File: src/rtl/uirq_pkg.sv
package uirq_pkg;
   // Bit positions shared by enable, disable, mask, status and channel view.
   localparam int BIT_RX_TRIG = 0;
   localparam int BIT_RX_EMPTY = 1;
   localparam int BIT_RX_FULL = 2;
   localparam int BIT_TX_EMPTY = 3;
   localparam int BIT_TX_FULL = 4;
   localparam int BIT_OVERRUN = 5;
   localparam int BIT_FRAMING = 6;
   localparam int BIT_PARITY = 7;
   localparam int BIT_RX_TOUT = 8;
   localparam int NUM_NAMED = 9;
   localparam int EVT_W_DEF = 13;

   // Register offsets; the decoder compares against these.
   localparam logic [7:0] OFF_ENABLE = 8'h08;
   localparam logic [7:0] OFF_DISABLE = 8'h0C;
   localparam logic [7:0] OFF_MASK = 8'h10;
   localparam logic [7:0] OFF_STATUS = 8'h14;
   localparam logic [7:0] OFF_CHAN = 8'h2C;

   // True when bit position k appears in the unmasked channel view.
   function automatic bit chan_visible(input int k);
      return (k == BIT_RX_TRIG) || (k == BIT_RX_EMPTY) ||
             (k == BIT_TX_EMPTY) || (k == BIT_TX_FULL);
   endfunction
endpackage

File: src/rtl/uirq_status_bank.sv
module uirq_status_bank #(
   parameter int EVT_W = 13,
   parameter bit LEVEL_SET = 1'b0
) (
   input  logic             clk,
   input  logic             rst_n,
   input  logic [EVT_W-1:0] evt_raw,
   input  logic             clr_we,
   input  logic [EVT_W-1:0] clr_bits,
   output logic [EVT_W-1:0] status
);
   initial begin
      if (EVT_W < 1) $error("uirq_status_bank: EVT_W must be positive");
   end

   logic [EVT_W-1:0] set_pulse;

   for (genvar k = 0; k < EVT_W; k++) begin : g_bit
      if (LEVEL_SET) begin : g_level
         // Variant: status follows the input level (sets while high).
         assign set_pulse[k] = evt_raw[k];
      end else begin : g_edge
         // Variant: status sets only on a rising edge of the input.
         logic prev_q;

         always_ff @(posedge clk) begin
            if (!rst_n) prev_q <= 1'b0;
            else        prev_q <= evt_raw[k];
         end

         assign set_pulse[k] = evt_raw[k] & ~prev_q;
      end

      // Sticky bit: a new event takes priority over a clearing write.
      always_ff @(posedge clk) begin
         if (!rst_n)                      status[k] <= 1'b0;
         else if (set_pulse[k])           status[k] <= 1'b1;
         else if (clr_we && clr_bits[k])  status[k] <= 1'b0;
      end
   end
endmodule

File: src/rtl/uirq_mask_bank.sv
module uirq_mask_bank #(
   parameter int EVT_W = 13
) (
   input  logic             clk,
   input  logic             rst_n,
   input  logic             set_we,
   input  logic             clr_we,
   input  logic [EVT_W-1:0] bits,
   output logic [EVT_W-1:0] mask
);
   initial begin
      if (EVT_W < 1) $error("uirq_mask_bank: EVT_W must be positive");
   end

   for (genvar k = 0; k < EVT_W; k++) begin : g_bit
      always_ff @(posedge clk) begin
         if (!rst_n)                  mask[k] <= 1'b0;
         else if (set_we && bits[k])  mask[k] <= 1'b1;
         else if (clr_we && bits[k])  mask[k] <= 1'b0;
      end
   end
endmodule

File: src/rtl/uirq_rd_mux.sv
module uirq_rd_mux #(
   parameter int DATA_W = 32,
   parameter int ADDR_W = 8,
   parameter int EVT_W = 13,
   parameter logic [ADDR_W-1:0] OFF_MASK = 8'h10,
   parameter logic [ADDR_W-1:0] OFF_STATUS = 8'h14,
   parameter logic [ADDR_W-1:0] OFF_CHAN = 8'h2C
) (
   input  logic [ADDR_W-1:0] addr,
   input  logic [EVT_W-1:0]  mask,
   input  logic [EVT_W-1:0]  status,
   input  logic [EVT_W-1:0]  chan,
   output logic [DATA_W-1:0] rdata
);
   initial begin
      if (EVT_W >= DATA_W) $error("uirq_rd_mux: EVT_W must be below DATA_W");
   end

   logic [EVT_W-1:0] sel;

   always_comb begin
      sel = '0;
      if (addr == OFF_MASK)        sel = mask;
      else if (addr == OFF_STATUS) sel = status;
      else if (addr == OFF_CHAN)   sel = chan;
   end

   // Upper data bits are always zero.
   assign rdata = {{(DATA_W-EVT_W){1'b0}}, sel};
endmodule

File: src/rtl/uart_irq_ctrl.sv
module uart_irq_ctrl #(
   parameter int DATA_W = 32,
   parameter int ADDR_W = 8,
   parameter int EVT_W = uirq_pkg::EVT_W_DEF,
   parameter bit LEVEL_SET = 1'b0,
   parameter logic [ADDR_W-1:0] OFF_EN = uirq_pkg::OFF_ENABLE,
   parameter logic [ADDR_W-1:0] OFF_DIS = uirq_pkg::OFF_DISABLE,
   parameter logic [ADDR_W-1:0] OFF_MSK = uirq_pkg::OFF_MASK,
   parameter logic [ADDR_W-1:0] OFF_ST = uirq_pkg::OFF_STATUS,
   parameter logic [ADDR_W-1:0] OFF_CH = uirq_pkg::OFF_CHAN
) (
   input  logic              clk,
   input  logic              rst_n,
   input  logic              reg_wr,
   input  logic [ADDR_W-1:0] reg_addr,
   input  logic [DATA_W-1:0] reg_wdata,
   output logic [DATA_W-1:0] reg_rdata,
   input  logic [EVT_W-1:0]  evt_raw,
   output logic              irq
);
   localparam int SPARE_W = DATA_W - EVT_W;

   initial begin
      if (EVT_W < uirq_pkg::NUM_NAMED)
         $error("uart_irq_ctrl: EVT_W too small for the named events");
      if (SPARE_W < 1)
         $error("uart_irq_ctrl: DATA_W must exceed EVT_W");
      if (OFF_EN[1:0] != 2'b00 || OFF_DIS[1:0] != 2'b00 ||
          OFF_MSK[1:0] != 2'b00 || OFF_ST[1:0] != 2'b00 ||
          OFF_CH[1:0] != 2'b00)
         $error("uart_irq_ctrl: offsets must be word aligned");
      if (OFF_EN == OFF_DIS || OFF_EN == OFF_MSK || OFF_EN == OFF_ST ||
          OFF_EN == OFF_CH || OFF_DIS == OFF_MSK || OFF_DIS == OFF_ST ||
          OFF_DIS == OFF_CH || OFF_MSK == OFF_ST || OFF_MSK == OFF_CH ||
          OFF_ST == OFF_CH)
         $error("uart_irq_ctrl: offsets must be distinct");
   end

   logic             wr_en_hit;
   logic             wr_dis_hit;
   logic             wr_st_hit;
   logic [EVT_W-1:0] wbits;
   logic [EVT_W-1:0] mask_q;
   logic [EVT_W-1:0] status_q;
   logic [EVT_W-1:0] chan_view;
   logic             unused_wdata_hi;

   // Address decode for writes.
   assign wr_en_hit  = reg_wr && (reg_addr == OFF_EN);
   assign wr_dis_hit = reg_wr && (reg_addr == OFF_DIS);
   assign wr_st_hit  = reg_wr && (reg_addr == OFF_ST);

   // Only the low EVT_W data bits matter; the rest are dropped.
   assign wbits           = reg_wdata[EVT_W-1:0];
   assign unused_wdata_hi = ^reg_wdata[DATA_W-1:EVT_W];

   uirq_mask_bank #(
      .EVT_W (EVT_W)
   ) u_mask (
      .clk    (clk),
      .rst_n  (rst_n),
      .set_we (wr_en_hit),
      .clr_we (wr_dis_hit),
      .bits   (wbits),
      .mask   (mask_q)
   );

   uirq_status_bank #(
      .EVT_W     (EVT_W),
      .LEVEL_SET (LEVEL_SET)
   ) u_status (
      .clk      (clk),
      .rst_n    (rst_n),
      .evt_raw  (evt_raw),
      .clr_we   (wr_st_hit),
      .clr_bits (wbits),
      .status   (status_q)
   );

   // Channel view: live levels of the FIFO conditions only.
   for (genvar k = 0; k < EVT_W; k++) begin : g_chan
      if (uirq_pkg::chan_visible(k)) begin : g_on
         assign chan_view[k] = evt_raw[k];
      end else begin : g_off
         assign chan_view[k] = 1'b0;
      end
   end

   uirq_rd_mux #(
      .DATA_W     (DATA_W),
      .ADDR_W     (ADDR_W),
      .EVT_W      (EVT_W),
      .OFF_MASK   (OFF_MSK),
      .OFF_STATUS (OFF_ST),
      .OFF_CHAN   (OFF_CH)
   ) u_rd (
      .addr   (reg_addr),
      .mask   (mask_q),
      .status (status_q),
      .chan   (chan_view),
      .rdata  (reg_rdata)
   );

   assign irq = |(status_q & mask_q);
endmodule

File: config.mk
export PLATFORM = sky130hd
export DESIGN_NAME = uart_irq_ctrl
export DESIGN_NICKNAME = d
export VERILOG_FILES = /design/src/rtl/uirq_pkg.sv /design/src/rtl/uirq_status_bank.sv /design/src/rtl/uirq_mask_bank.sv /design/src/rtl/uirq_rd_mux.sv /design/src/rtl/uart_irq_ctrl.sv
export SDC_FILE = /design/constraint.sdc
export NUM_CORES = 1
export LEC_CHECK = 0
export BUFFER_PORTS_ARGS = -buffer_cell sky130_fd_sc_hd__clkbuf_2
export CAP_MARGIN = 20
export CORE_ASPECT_RATIO = 1.2
export CORE_UTILIZATION = 50
export DETAILED_ROUTE_END_ITERATION = 7
export GPL_ROUTABILITY_DRIVEN = 0
export PLACE_DENSITY = 0.84
export SLEW_MARGIN = 5
export SYNTH_ARGS = -nofsm -noshare
export SYNTH_HDL_FRONTEND = slang
export SYNTH_SLANG_ARGS = --single-unit
File: constraint.sdc
create_clock -name clk -period 2.4 [get_ports clk]
set_clock_uncertainty 0.05 [all_clocks]
set_input_delay 0.12 -clock clk [delete_from_list [all_inputs] [get_ports clk]]
set_output_delay 0.12 -clock clk [all_outputs]
set_load 0.005 [all_outputs]
[After elaboration in Yosys (flattened, before gate mapping)]
Index checks and enable logic that the tools add are counted.
Word-level totals
  flip-flop bits (word level): 39
  logic and storage cells: 195
Operators by class
  eq/ne operators: 5
  multiplexer cells: 55
  bitwise gates (word level): 27
  reduce and logical (&&, ||, !) cells: 69
Operators by type and width (number)
  two-way mux 1 bit: 52
  nonzero test 2 bit: 26
  logical AND 1 bit: 42
  two-way mux 13 bit: 2
  == test 8 x 4 -> 1 bit (second input constant): 2
  == test 8 x 5 -> 1 bit (second input constant): 2
  AND 1 bit: 13
  AND 13 bit: 1
  inverter 1 bit: 13
  OR reduction 13 bit: 1
  == test 8 x 6 -> 1 bit (second input constant): 1
  two-way mux 5 bit: 1

[Longest topological paths before layout]
Gate-level depths: netlist of run 1.
  word-level depth: 5
  gate-level depth with buffers: 6
  depth with buffers taken out: 3

[By module]
A second synthesis of run 1 with hierarchy kept.
Unflattened totals
  cells, all modules: 213
  area, all modules: 2028.2 um2
By module, submodules not included
  uirq_status_bank: instances 1, cells each 83, area each 929.6 um2, sequential area each 520.5 um2
  uirq_mask_bank: instances 1, cells each 56, area each 539.3 um2, sequential area each 260.2 um2
  uirq_rd_mux: instances 1, cells each 56, area each 437.9 um2, sequential area each 0.0 um2
  uart_irq_ctrl: instances 1, cells each 18, area each 121.4 um2, sequential area each 0.0 um2

[Worst setup path before layout of run 1]
OpenSTA, ideal clock, no wires.
  path kind: input to register
  start: in reg_addr[6]
  end: reg u_status.status[0]
  library setup time: 128 ps
  arrival: 1088 ps
  slack: 1134 ps
  stages on the path: 5
  path buffers: 2
  cell sequence: or3_1 -> buf_2 -> buf_6 -> nor4_1 -> o22ai_1
On the way
  longest elaborated chain between the ends: 4
RTL lines
  from (decl): RTL line uart_irq_ctrl.sv:15  | input logic [ADDR_W-1:0] reg_addr,
  == test 8 x 5 -> 1 bit: RTL line uart_irq_ctrl.sv:51  | assign wr_st_hit = reg_wr && (reg_addr == OFF_ST);
  logical AND 1 bit: RTL line uart_irq_ctrl.sv:51
  logical AND 1 bit: RTL line uirq_status_bank.sv:38  | else if (clr_we && clr_bits[k]) status[k] <= 1'b0;
  nonzero test 2 bit (no line)
  to (signal, indexed assignment): RTL line uirq_status_bank.sv:36  | if (!rst_n) status[k] <= 1'b0;
  to (signal, indexed assignment): RTL line uirq_status_bank.sv:37  | else if (set_pulse[k]) status[k] <= 1'b1;
  to (signal, indexed assignment): RTL line uirq_status_bank.sv:38
  to (decl): RTL line uirq_status_bank.sv:10  | output logic [EVT_W-1:0] status
Every way passes these cells.
A chain may end at the register's enable or synchronous reset.

[Worst setup path after layout of run 1]
  start: reg u_mask.mask[10]
  end: out irq
On the way
  longest elaborated chain between the ends: 2
RTL lines
  from (decl): RTL line uirq_mask_bank.sv:9  | output logic [EVT_W-1:0] mask
  from (signal, indexed assignment): RTL line uirq_mask_bank.sv:17  | if (!rst_n) mask[k] <= 1'b0;
  from (signal, indexed assignment): RTL line uirq_mask_bank.sv:18  | else if (set_we && bits[k]) mask[k] <= 1'b1;
  from (signal, indexed assignment): RTL line uirq_mask_bank.sv:19  | else if (clr_we && bits[k]) mask[k] <= 1'b0;
  AND 13 bit: RTL line uart_irq_ctrl.sv:104  | assign irq = |(status_q & mask_q);
  OR reduction 13 bit: RTL line uart_irq_ctrl.sv:104
  to (decl): RTL line uart_irq_ctrl.sv:19  | output logic irq
Every way passes these cells.

==> impl_metrics.yaml, run 1 <==
final_layout:
  layout-drive-gt1-share_pct: 26.37
  synthToLayoutAreaGrowth_pct: 19.70
  nets: 347
  n_antenna_cell: 0
  layout.cells.non_filler: 344
routing:
  drtIter0Drc: 137
  detail_route.vias_per_cell: 5.663
  post_drt_wl_per_cell_um: 14.15
  firstDrtPassIters: 4
  ant_nets: 0
  vias: 1948
  drt-total-wl_mm: 4.866
  drc: 0
floorplan:
  io_pins: 89
  start_util_pct: 53.73
  core_area_mm2: 0.003724
  rows: 24
  dieWidth_um: 59.75
  die_area_mm2: 0.004260
  die_h_um: 71.30
hold_path:
  hp-class: "in -> reg"
synthesis:
  synth-seq-cells: 39
  synth_cell_types: 34
  ys_seq_area_share_pct: 39.02
  syn_avg_cell_area_um2: 8.513
  synth_ff_type: "dfxtp_1"
  synth_enable_flop_cells: 0
  synth_common_cells: "40 x nand2_1, 39 x dfxtp_1, 21 x buf_4"
  netlist_area_mm2: 0.002001
  synth_top_area_share_pct: 39.02
  netlist.top_cell.by_area: "dfxtp_1"
  ys_top_cells_by_area: "dfxtp_1 39%, buf_4 7.9%, nand2_1 7.5%"
  syn_inst: 235
  async_flop_share_pct: 0
  yosysMostFrequentCell: "nand2_1"
  yosysWarnings: 0
power:
  intPower_mw: 0.9552
  power.leakage_nw: 1.157
  powerDensity_mw_per_mm2: 541.6
  ir_drop_mv: 0.4833
  combPwrFrac_pct: 13.0
  pwr-share-seq_pct: 54.0
  power_switching_mw: 0.3418
  pwr-share-clk_pct: 33.1
  swShare_pct: 26.35
placement:
  hpwl_mm: 3.182
  io_buffers: 50
  dp.cells: 325
grt:
  track_usage_pct: 24.08
  grt_overflow_total: 0
  grt_pass1_vias: 1737
  grt_max_degree: 40
  antenna_found_initial: 0
  grt_pass1_wl_mm: 7.734
critical_path:
  crit_required_ns: 2.23
  path_cells: "a22o_1 > a221oi_1 > nand3_1 > clkbuf_2"
  crit_family: "compound AO/OA/AOI/OAI gates"
  crit_path_max_fanout: 3
  critPathCaptureType: "output pin"
  arrival_ns: 1.47
  start_kind: "register"
  path_buf_inv: 1
  crit_slowest_cell: "dfxtp_1"
  path_class: "reg -> out"
  cp_slowest_stage_delay_ns: 0.34
run:
  maxCapViolations: 0
status:
  status: "finished clean"
sta:
  fin_crit_ns: 1.645
  hold_violations: 0
  rsz0062_at_grt: "no"
  relSlewSlack_pct: 55.83
  setup_viol: 0
  fmax_mhz: 608.1
  finalSetupTns_ns: 0
  fin_crit_sh_pct: 68.52
  tightest_slew_ns: 0.6625
  finalMaxSlewViolations: 0
clock_network:
  h-tree-depth: 2
  cts_tree: "done"
  clkTransAtPathRegs_ns: 0.07
  cts_resized: 0
  postCtsSetupRepairBufs: 0
  worstSkewPairLatency_ns: 0.29
  clock-root-buffer: "clkbuf_8"
  clk_path_buf_depth: 2
  numCtsBuffers: 5
  postCtsHoldBufs: 11
  clock_sinks: 39
flip-flops by register name, indices dropped and copies added, names as in the netlist:
signal / count
u_mask.mask: 13
u_status.status: 13
u_status.g_bit.g_edge.prev_q: 13
kinds of logic (layout without fill, tap and decap cells):
kind of cell | after synthesis | in the layout | synth area share (%)
other | 1 | 19 | 0.1874
and+or+nand+nor | 100 | 100 | 26.33
AOI/OAI and AO/OA | 36 | 36 | 15.45
DFF | 39 | 39 | 39.02
muxes | 9 | 9 | 4.503
buffers and inverters | 50 | 89 | 14.51
placed cells by master (no fill, tap or decap), types with 10 or more instances in the layout:
master,Yosys,layout
o22ai_1,13,13
conb_1,1,19
dfxtp_1,39,39
nor4_1,13,13
nand2_1,40,40
nand4_1,17,17
clkbuf_2,0,50
inv_1,13,13
a32o_2,10,10
dlygate4sd3_1,0,11
metal layers:
metal / track usage (%) / wire length (µm)
met5: 0 / 0
met4: 14.21 / 216
met3: 6.137 / 352
met2: 35.19 / 2354
met1: 31.66 / 1943
stage by stage:
step / setup slack [ns] / total power [mW] / area [µm²] / hold WS, ns / util (%)
floorplan: 1.134 / 0.8249 / 2068 / 0.1814 / -
global placement: 0.8641 / 0.8611 / 2200 / 0.2715 / 59.07
detailed placement: 0.8516 / 0.8651 / 2200 / 0.2768 / 59.07
CTS: 0.7755 / 1.300 / 2395 / 0.007094 / 64.31
global route: 0.7452 / 1.362 / 2395 / 0.01537 / 64.31
finish: 0.7554 / 1.297 / 2395 / 0.007412 / 64.31
power by group through the flow:
stage               registers [mW]  logic (mW)  clock network, mW
floorplan                    0.709       0.116                  0
global placement             0.713       0.148                  0
detailed placement           0.715       0.150                  0
CTS                          0.700       0.166              0.435
global route                 0.703       0.186              0.473
finish                       0.700       0.168              0.429
worst paths after layout:
path | cells after the start | start | slack, ns | endpoint
setup / recovery | 4 | u_mask.mask[10]$_SDFFE_PN0P_ | 0.76 | irq
hold / removal | 3 | evt_raw[4] | 0.007 | u_status.g_bit[4].g_edge.prev_q$_SDFF_PN0_
setup reg to reg | 1 | u_mask.mask[10]$_SDFFE_PN0P_ | 1.66 | u_mask.mask[10]$_SDFFE_PN0P_
hold reg to reg | 1 | u_status.g_bit[5].g_edge.prev_q$_SDFF_PN0_ | 0.37 | u_status.status[5]$_SDFFE_PN0P_
area by class of cell:
class / count / area, µm²
clock buffers: 6 / 72.57
clock inverters: 2 / 12.51
inverters: 13 / 48.80
repair buffers: 68 / 412.9
multi-input cells: 164 / 1002
fillers: 327 / 1329
well taps: 52 / 65.06
flip-flops and latches: 39 / 780.7
worst min-delay path: cells and delay by family:
family                 cells  cell delay, ns
buffers and inverters      2            0.14
AND/OR/NAND/NOR            1            0.06
Power figures use the tool's default switching activity.
==> run 2, diff against run 1 <==
CORE_UTILIZATION = 42   (was 50)
PLACE_DENSITY = 0.75   (was 0.84)
clock period = 1.35 ns   (was 2.4 ns; I/O delays follow)
==> run 2 against run 1 <==
Worst setup slack lost 0.92 ns. Wire length is 10% higher. Non-clock buffer count increased by 29. The run now ends with setup timing left. Largest power group unchanged. Design area rose by 15%. Critical path type unchanged. Sequential power increased by 79%. Flip-flop and latch count is the same. Via count up 6.2%. Critical endpoint unchanged. Count of clock-buffer cells in the layout up 1. Hold slack better by 0.18 ns. Register-to-register slack got worse by 1.0 ns.
==> impl_metrics.yaml, run 2 (same netlist as run 1, synthesis figures left out) <==
status:
  status: "complete, but fails checks"
  violations: "setup timing"
hold_path:
  holdCritStartpoint: "rst_n"
  hold_depth: 4
  hold_end: "u_status.g_bit[6].g_edge.prev_q$_SDFF_PN0_"
  hp-class: "in -> reg"
grt:
  track_usage_pct: 22.41
  grt_max_degree: 40
  grt_pass1_wl_mm: 8.694
  grt_pass1_vias: 1959
  antenna_found_initial: 0
  grt_overflow_total: 0
floorplan:
  io_pins: 89
  start_util_pct: 43.55
  dieWidth_um: 65.01
  die_area_mm2: 0.005045
  core_area_mm2: 0.004594
  rows: 27
  die_h_um: 77.61
sta:
  fin_hold_ws_ns: 0.1872
  fin_ws_ns: -0.1614
  hold_violations: 0
  setup_viol: 1
  rsz0062_at_grt: "yes"
  fin_crit_ns: 1.511
  fin_crit_sh_pct: 112.0
  fmax_mhz: 661.6
  finalSetupTns_ns: -0.1614
  finalMaxSlewViolations: 0
clock_network:
  clk_path_buf_depth: 2
  clkTransAtPathRegs_ns: 0.07
  numCtsBuffers: 5
  clock_sinks: 39
  cts_tree: "done"
  h-tree-depth: 2
  clock-root-buffer: "clkbuf_8"
  worstSkewPairLatency_ns: 0.29
routing:
  firstDrtPassIters: 4
  wl_met1_mm: 2.256
  drc: 0
  wl_met2_mm: 2.583
  vias: 2068
  drtIter0Drc: 71
  drt-total-wl_mm: 5.364
  post_drt_wl_per_cell_um: 14.15
  ant_nets: 0
  wl_met3_um: 345
  routed.top_layer: "met4"
  detail_route.vias_per_cell: 5.456
final_layout:
  layout-drive-gt1-share_pct: 29.60
  n_antenna_cell: 0
  nets: 376
  mostFrequentLayoutCell: "clkbuf_2"
  final_util_pct: 59.83
  final_area_mm2: 0.002749
  most-common-layout-cells: "49 x clkbuf_2, 40 x nand2_1, 37 x dfxtp_1"
  reg.largest.list: "u_mask.mask (13), u_status.g_bit.g_edge.prev_q (13), u_status.status (13)"
  synthToLayoutAreaGrowth_pct: 37.40
power:
  pwr-share-seq_pct: 52.4
  pwr-share-clk_pct: 31.7
  swShare_pct: 25.93
  power.leakage_nw: 1.322
  power_mw: 2.378
  intPower_mw: 1.762
  ir_drop_mv: 0.5850
  combPwrFrac_pct: 15.9
  power_switching_mw: 0.6167
  powerDensity_mw_per_mm2: 865.2
critical_path:
  crit_path_max_fanout: 3
  critPathCaptureType: "output pin"
  crit_slowest_cell: "dfxtp_2"
  start_kind: "register"
  arrival_ns: 1.39
  path_cells: "a222oi_1 > and3_1 > nand3_2 > buf_6"
  crit_required_ns: 1.23
  path_class: "reg -> out"
  cp_slowest_stage_delay_ns: 0.33
  r2r_end: "u_mask.mask[1]$_SDFFE_PN0P_"
  r2r-start: "u_mask.mask[1]$_SDFFE_PN0P_"
  reg2reg_slack_ns: 0.61
  r2r_cells: 1
run:
  maxCapViolations: 0
placement:
  io_buffers: 50
  hpwl_mm: 3.580
  placed_cell_area_mm2: 0.002355
run 2: how the worst max path moves through the flow:
stage / start / endpoint / slack [ns] / cells after the start
6_report: u_status.status[7]$_SDFFE_PN0P_ / irq / -0.16 / 4
5_1_grt: u_mask.mask[10]$_SDFFE_PN0P_ / irq / -0.23 / 4
4_1_cts: u_status.status[7]$_SDFFE_PN0P_ / irq / -0.13 / 4
3_5_place_dp: reg_addr[5] / u_status.status[9]$_SDFFE_PN0P_ / -0.02 / 5
3_3_place_gp: reg_addr[5] / u_status.status[7]$_SDFFE_PN0P_ / -0.01 / 5
2_1_floorplan: reg_addr[6] / u_status.status[0]$_SDFFE_PN0P_ / 0.14 / 5
run 2: through the flow:
stage               std cells  setup WS [ns]
CTS                       378        -0.1301
floorplan                 253         0.1368
global route              379        -0.2253
detailed placement        344       -0.02233
global placement          344       -0.01388
finish                    379        -0.1614
run 2: timing repair:
action / in CTS / in global routing
resized for setup: 2 / 8
hold buffers: 26 / 0
hold endpoints to repair: 34 / 0
setup endpoints to repair: 1 / 6
setup buffers: 0 / 1
pin swaps: 0 / 6
run 2: worst max-delay path, delay by kind of cell, from the launching register on:
| family | cells | cell delay [ns] |
|---|---|---|
| AO/OA/AOI/OAI | 1 | 0.33 |
| AND/OR/NAND/NOR | 2 | 0.31 |
| flip-flops | 1 | 0.33 |
| buffers and inverters | 1 | 0.14 |
run 2: metal layers:
| metal | up-vias | GRT usage [%] |
|---|---|---|
| li1 | 989 | - |
| met1 | 965 | 27.71 |
| met2 | 95 | 35.00 |
| met3 | 19 | 5.147 |
| met4 | 0 | 13.11 |
| met5 | - | 0 |
run 2: area by class of cell:
cell class / count / area [µm²]
Fill cell: 438 / 1846
Multi-Input combinational cell: 164 / 1035
Sequential cell: 39 / 783.3
Timing Repair Buffer: 97 / 728.2
Clock buffer: 7 / 76.32
Tap cell: 58 / 72.57
Inverter: 13 / 48.80
Clock inverter: 1 / 5.005
run 2: power groups by stage:
stage	Clock, mW	Sequential [mW]	Combinational (mW)
after CTS	0.774	1.25	0.367
after detailed placement	0	1.27	0.306
final	0.754	1.25	0.377
after global routing	0.826	1.25	0.417
after global placement	0	1.27	0.300
after floorplan	0	1.26	0.207
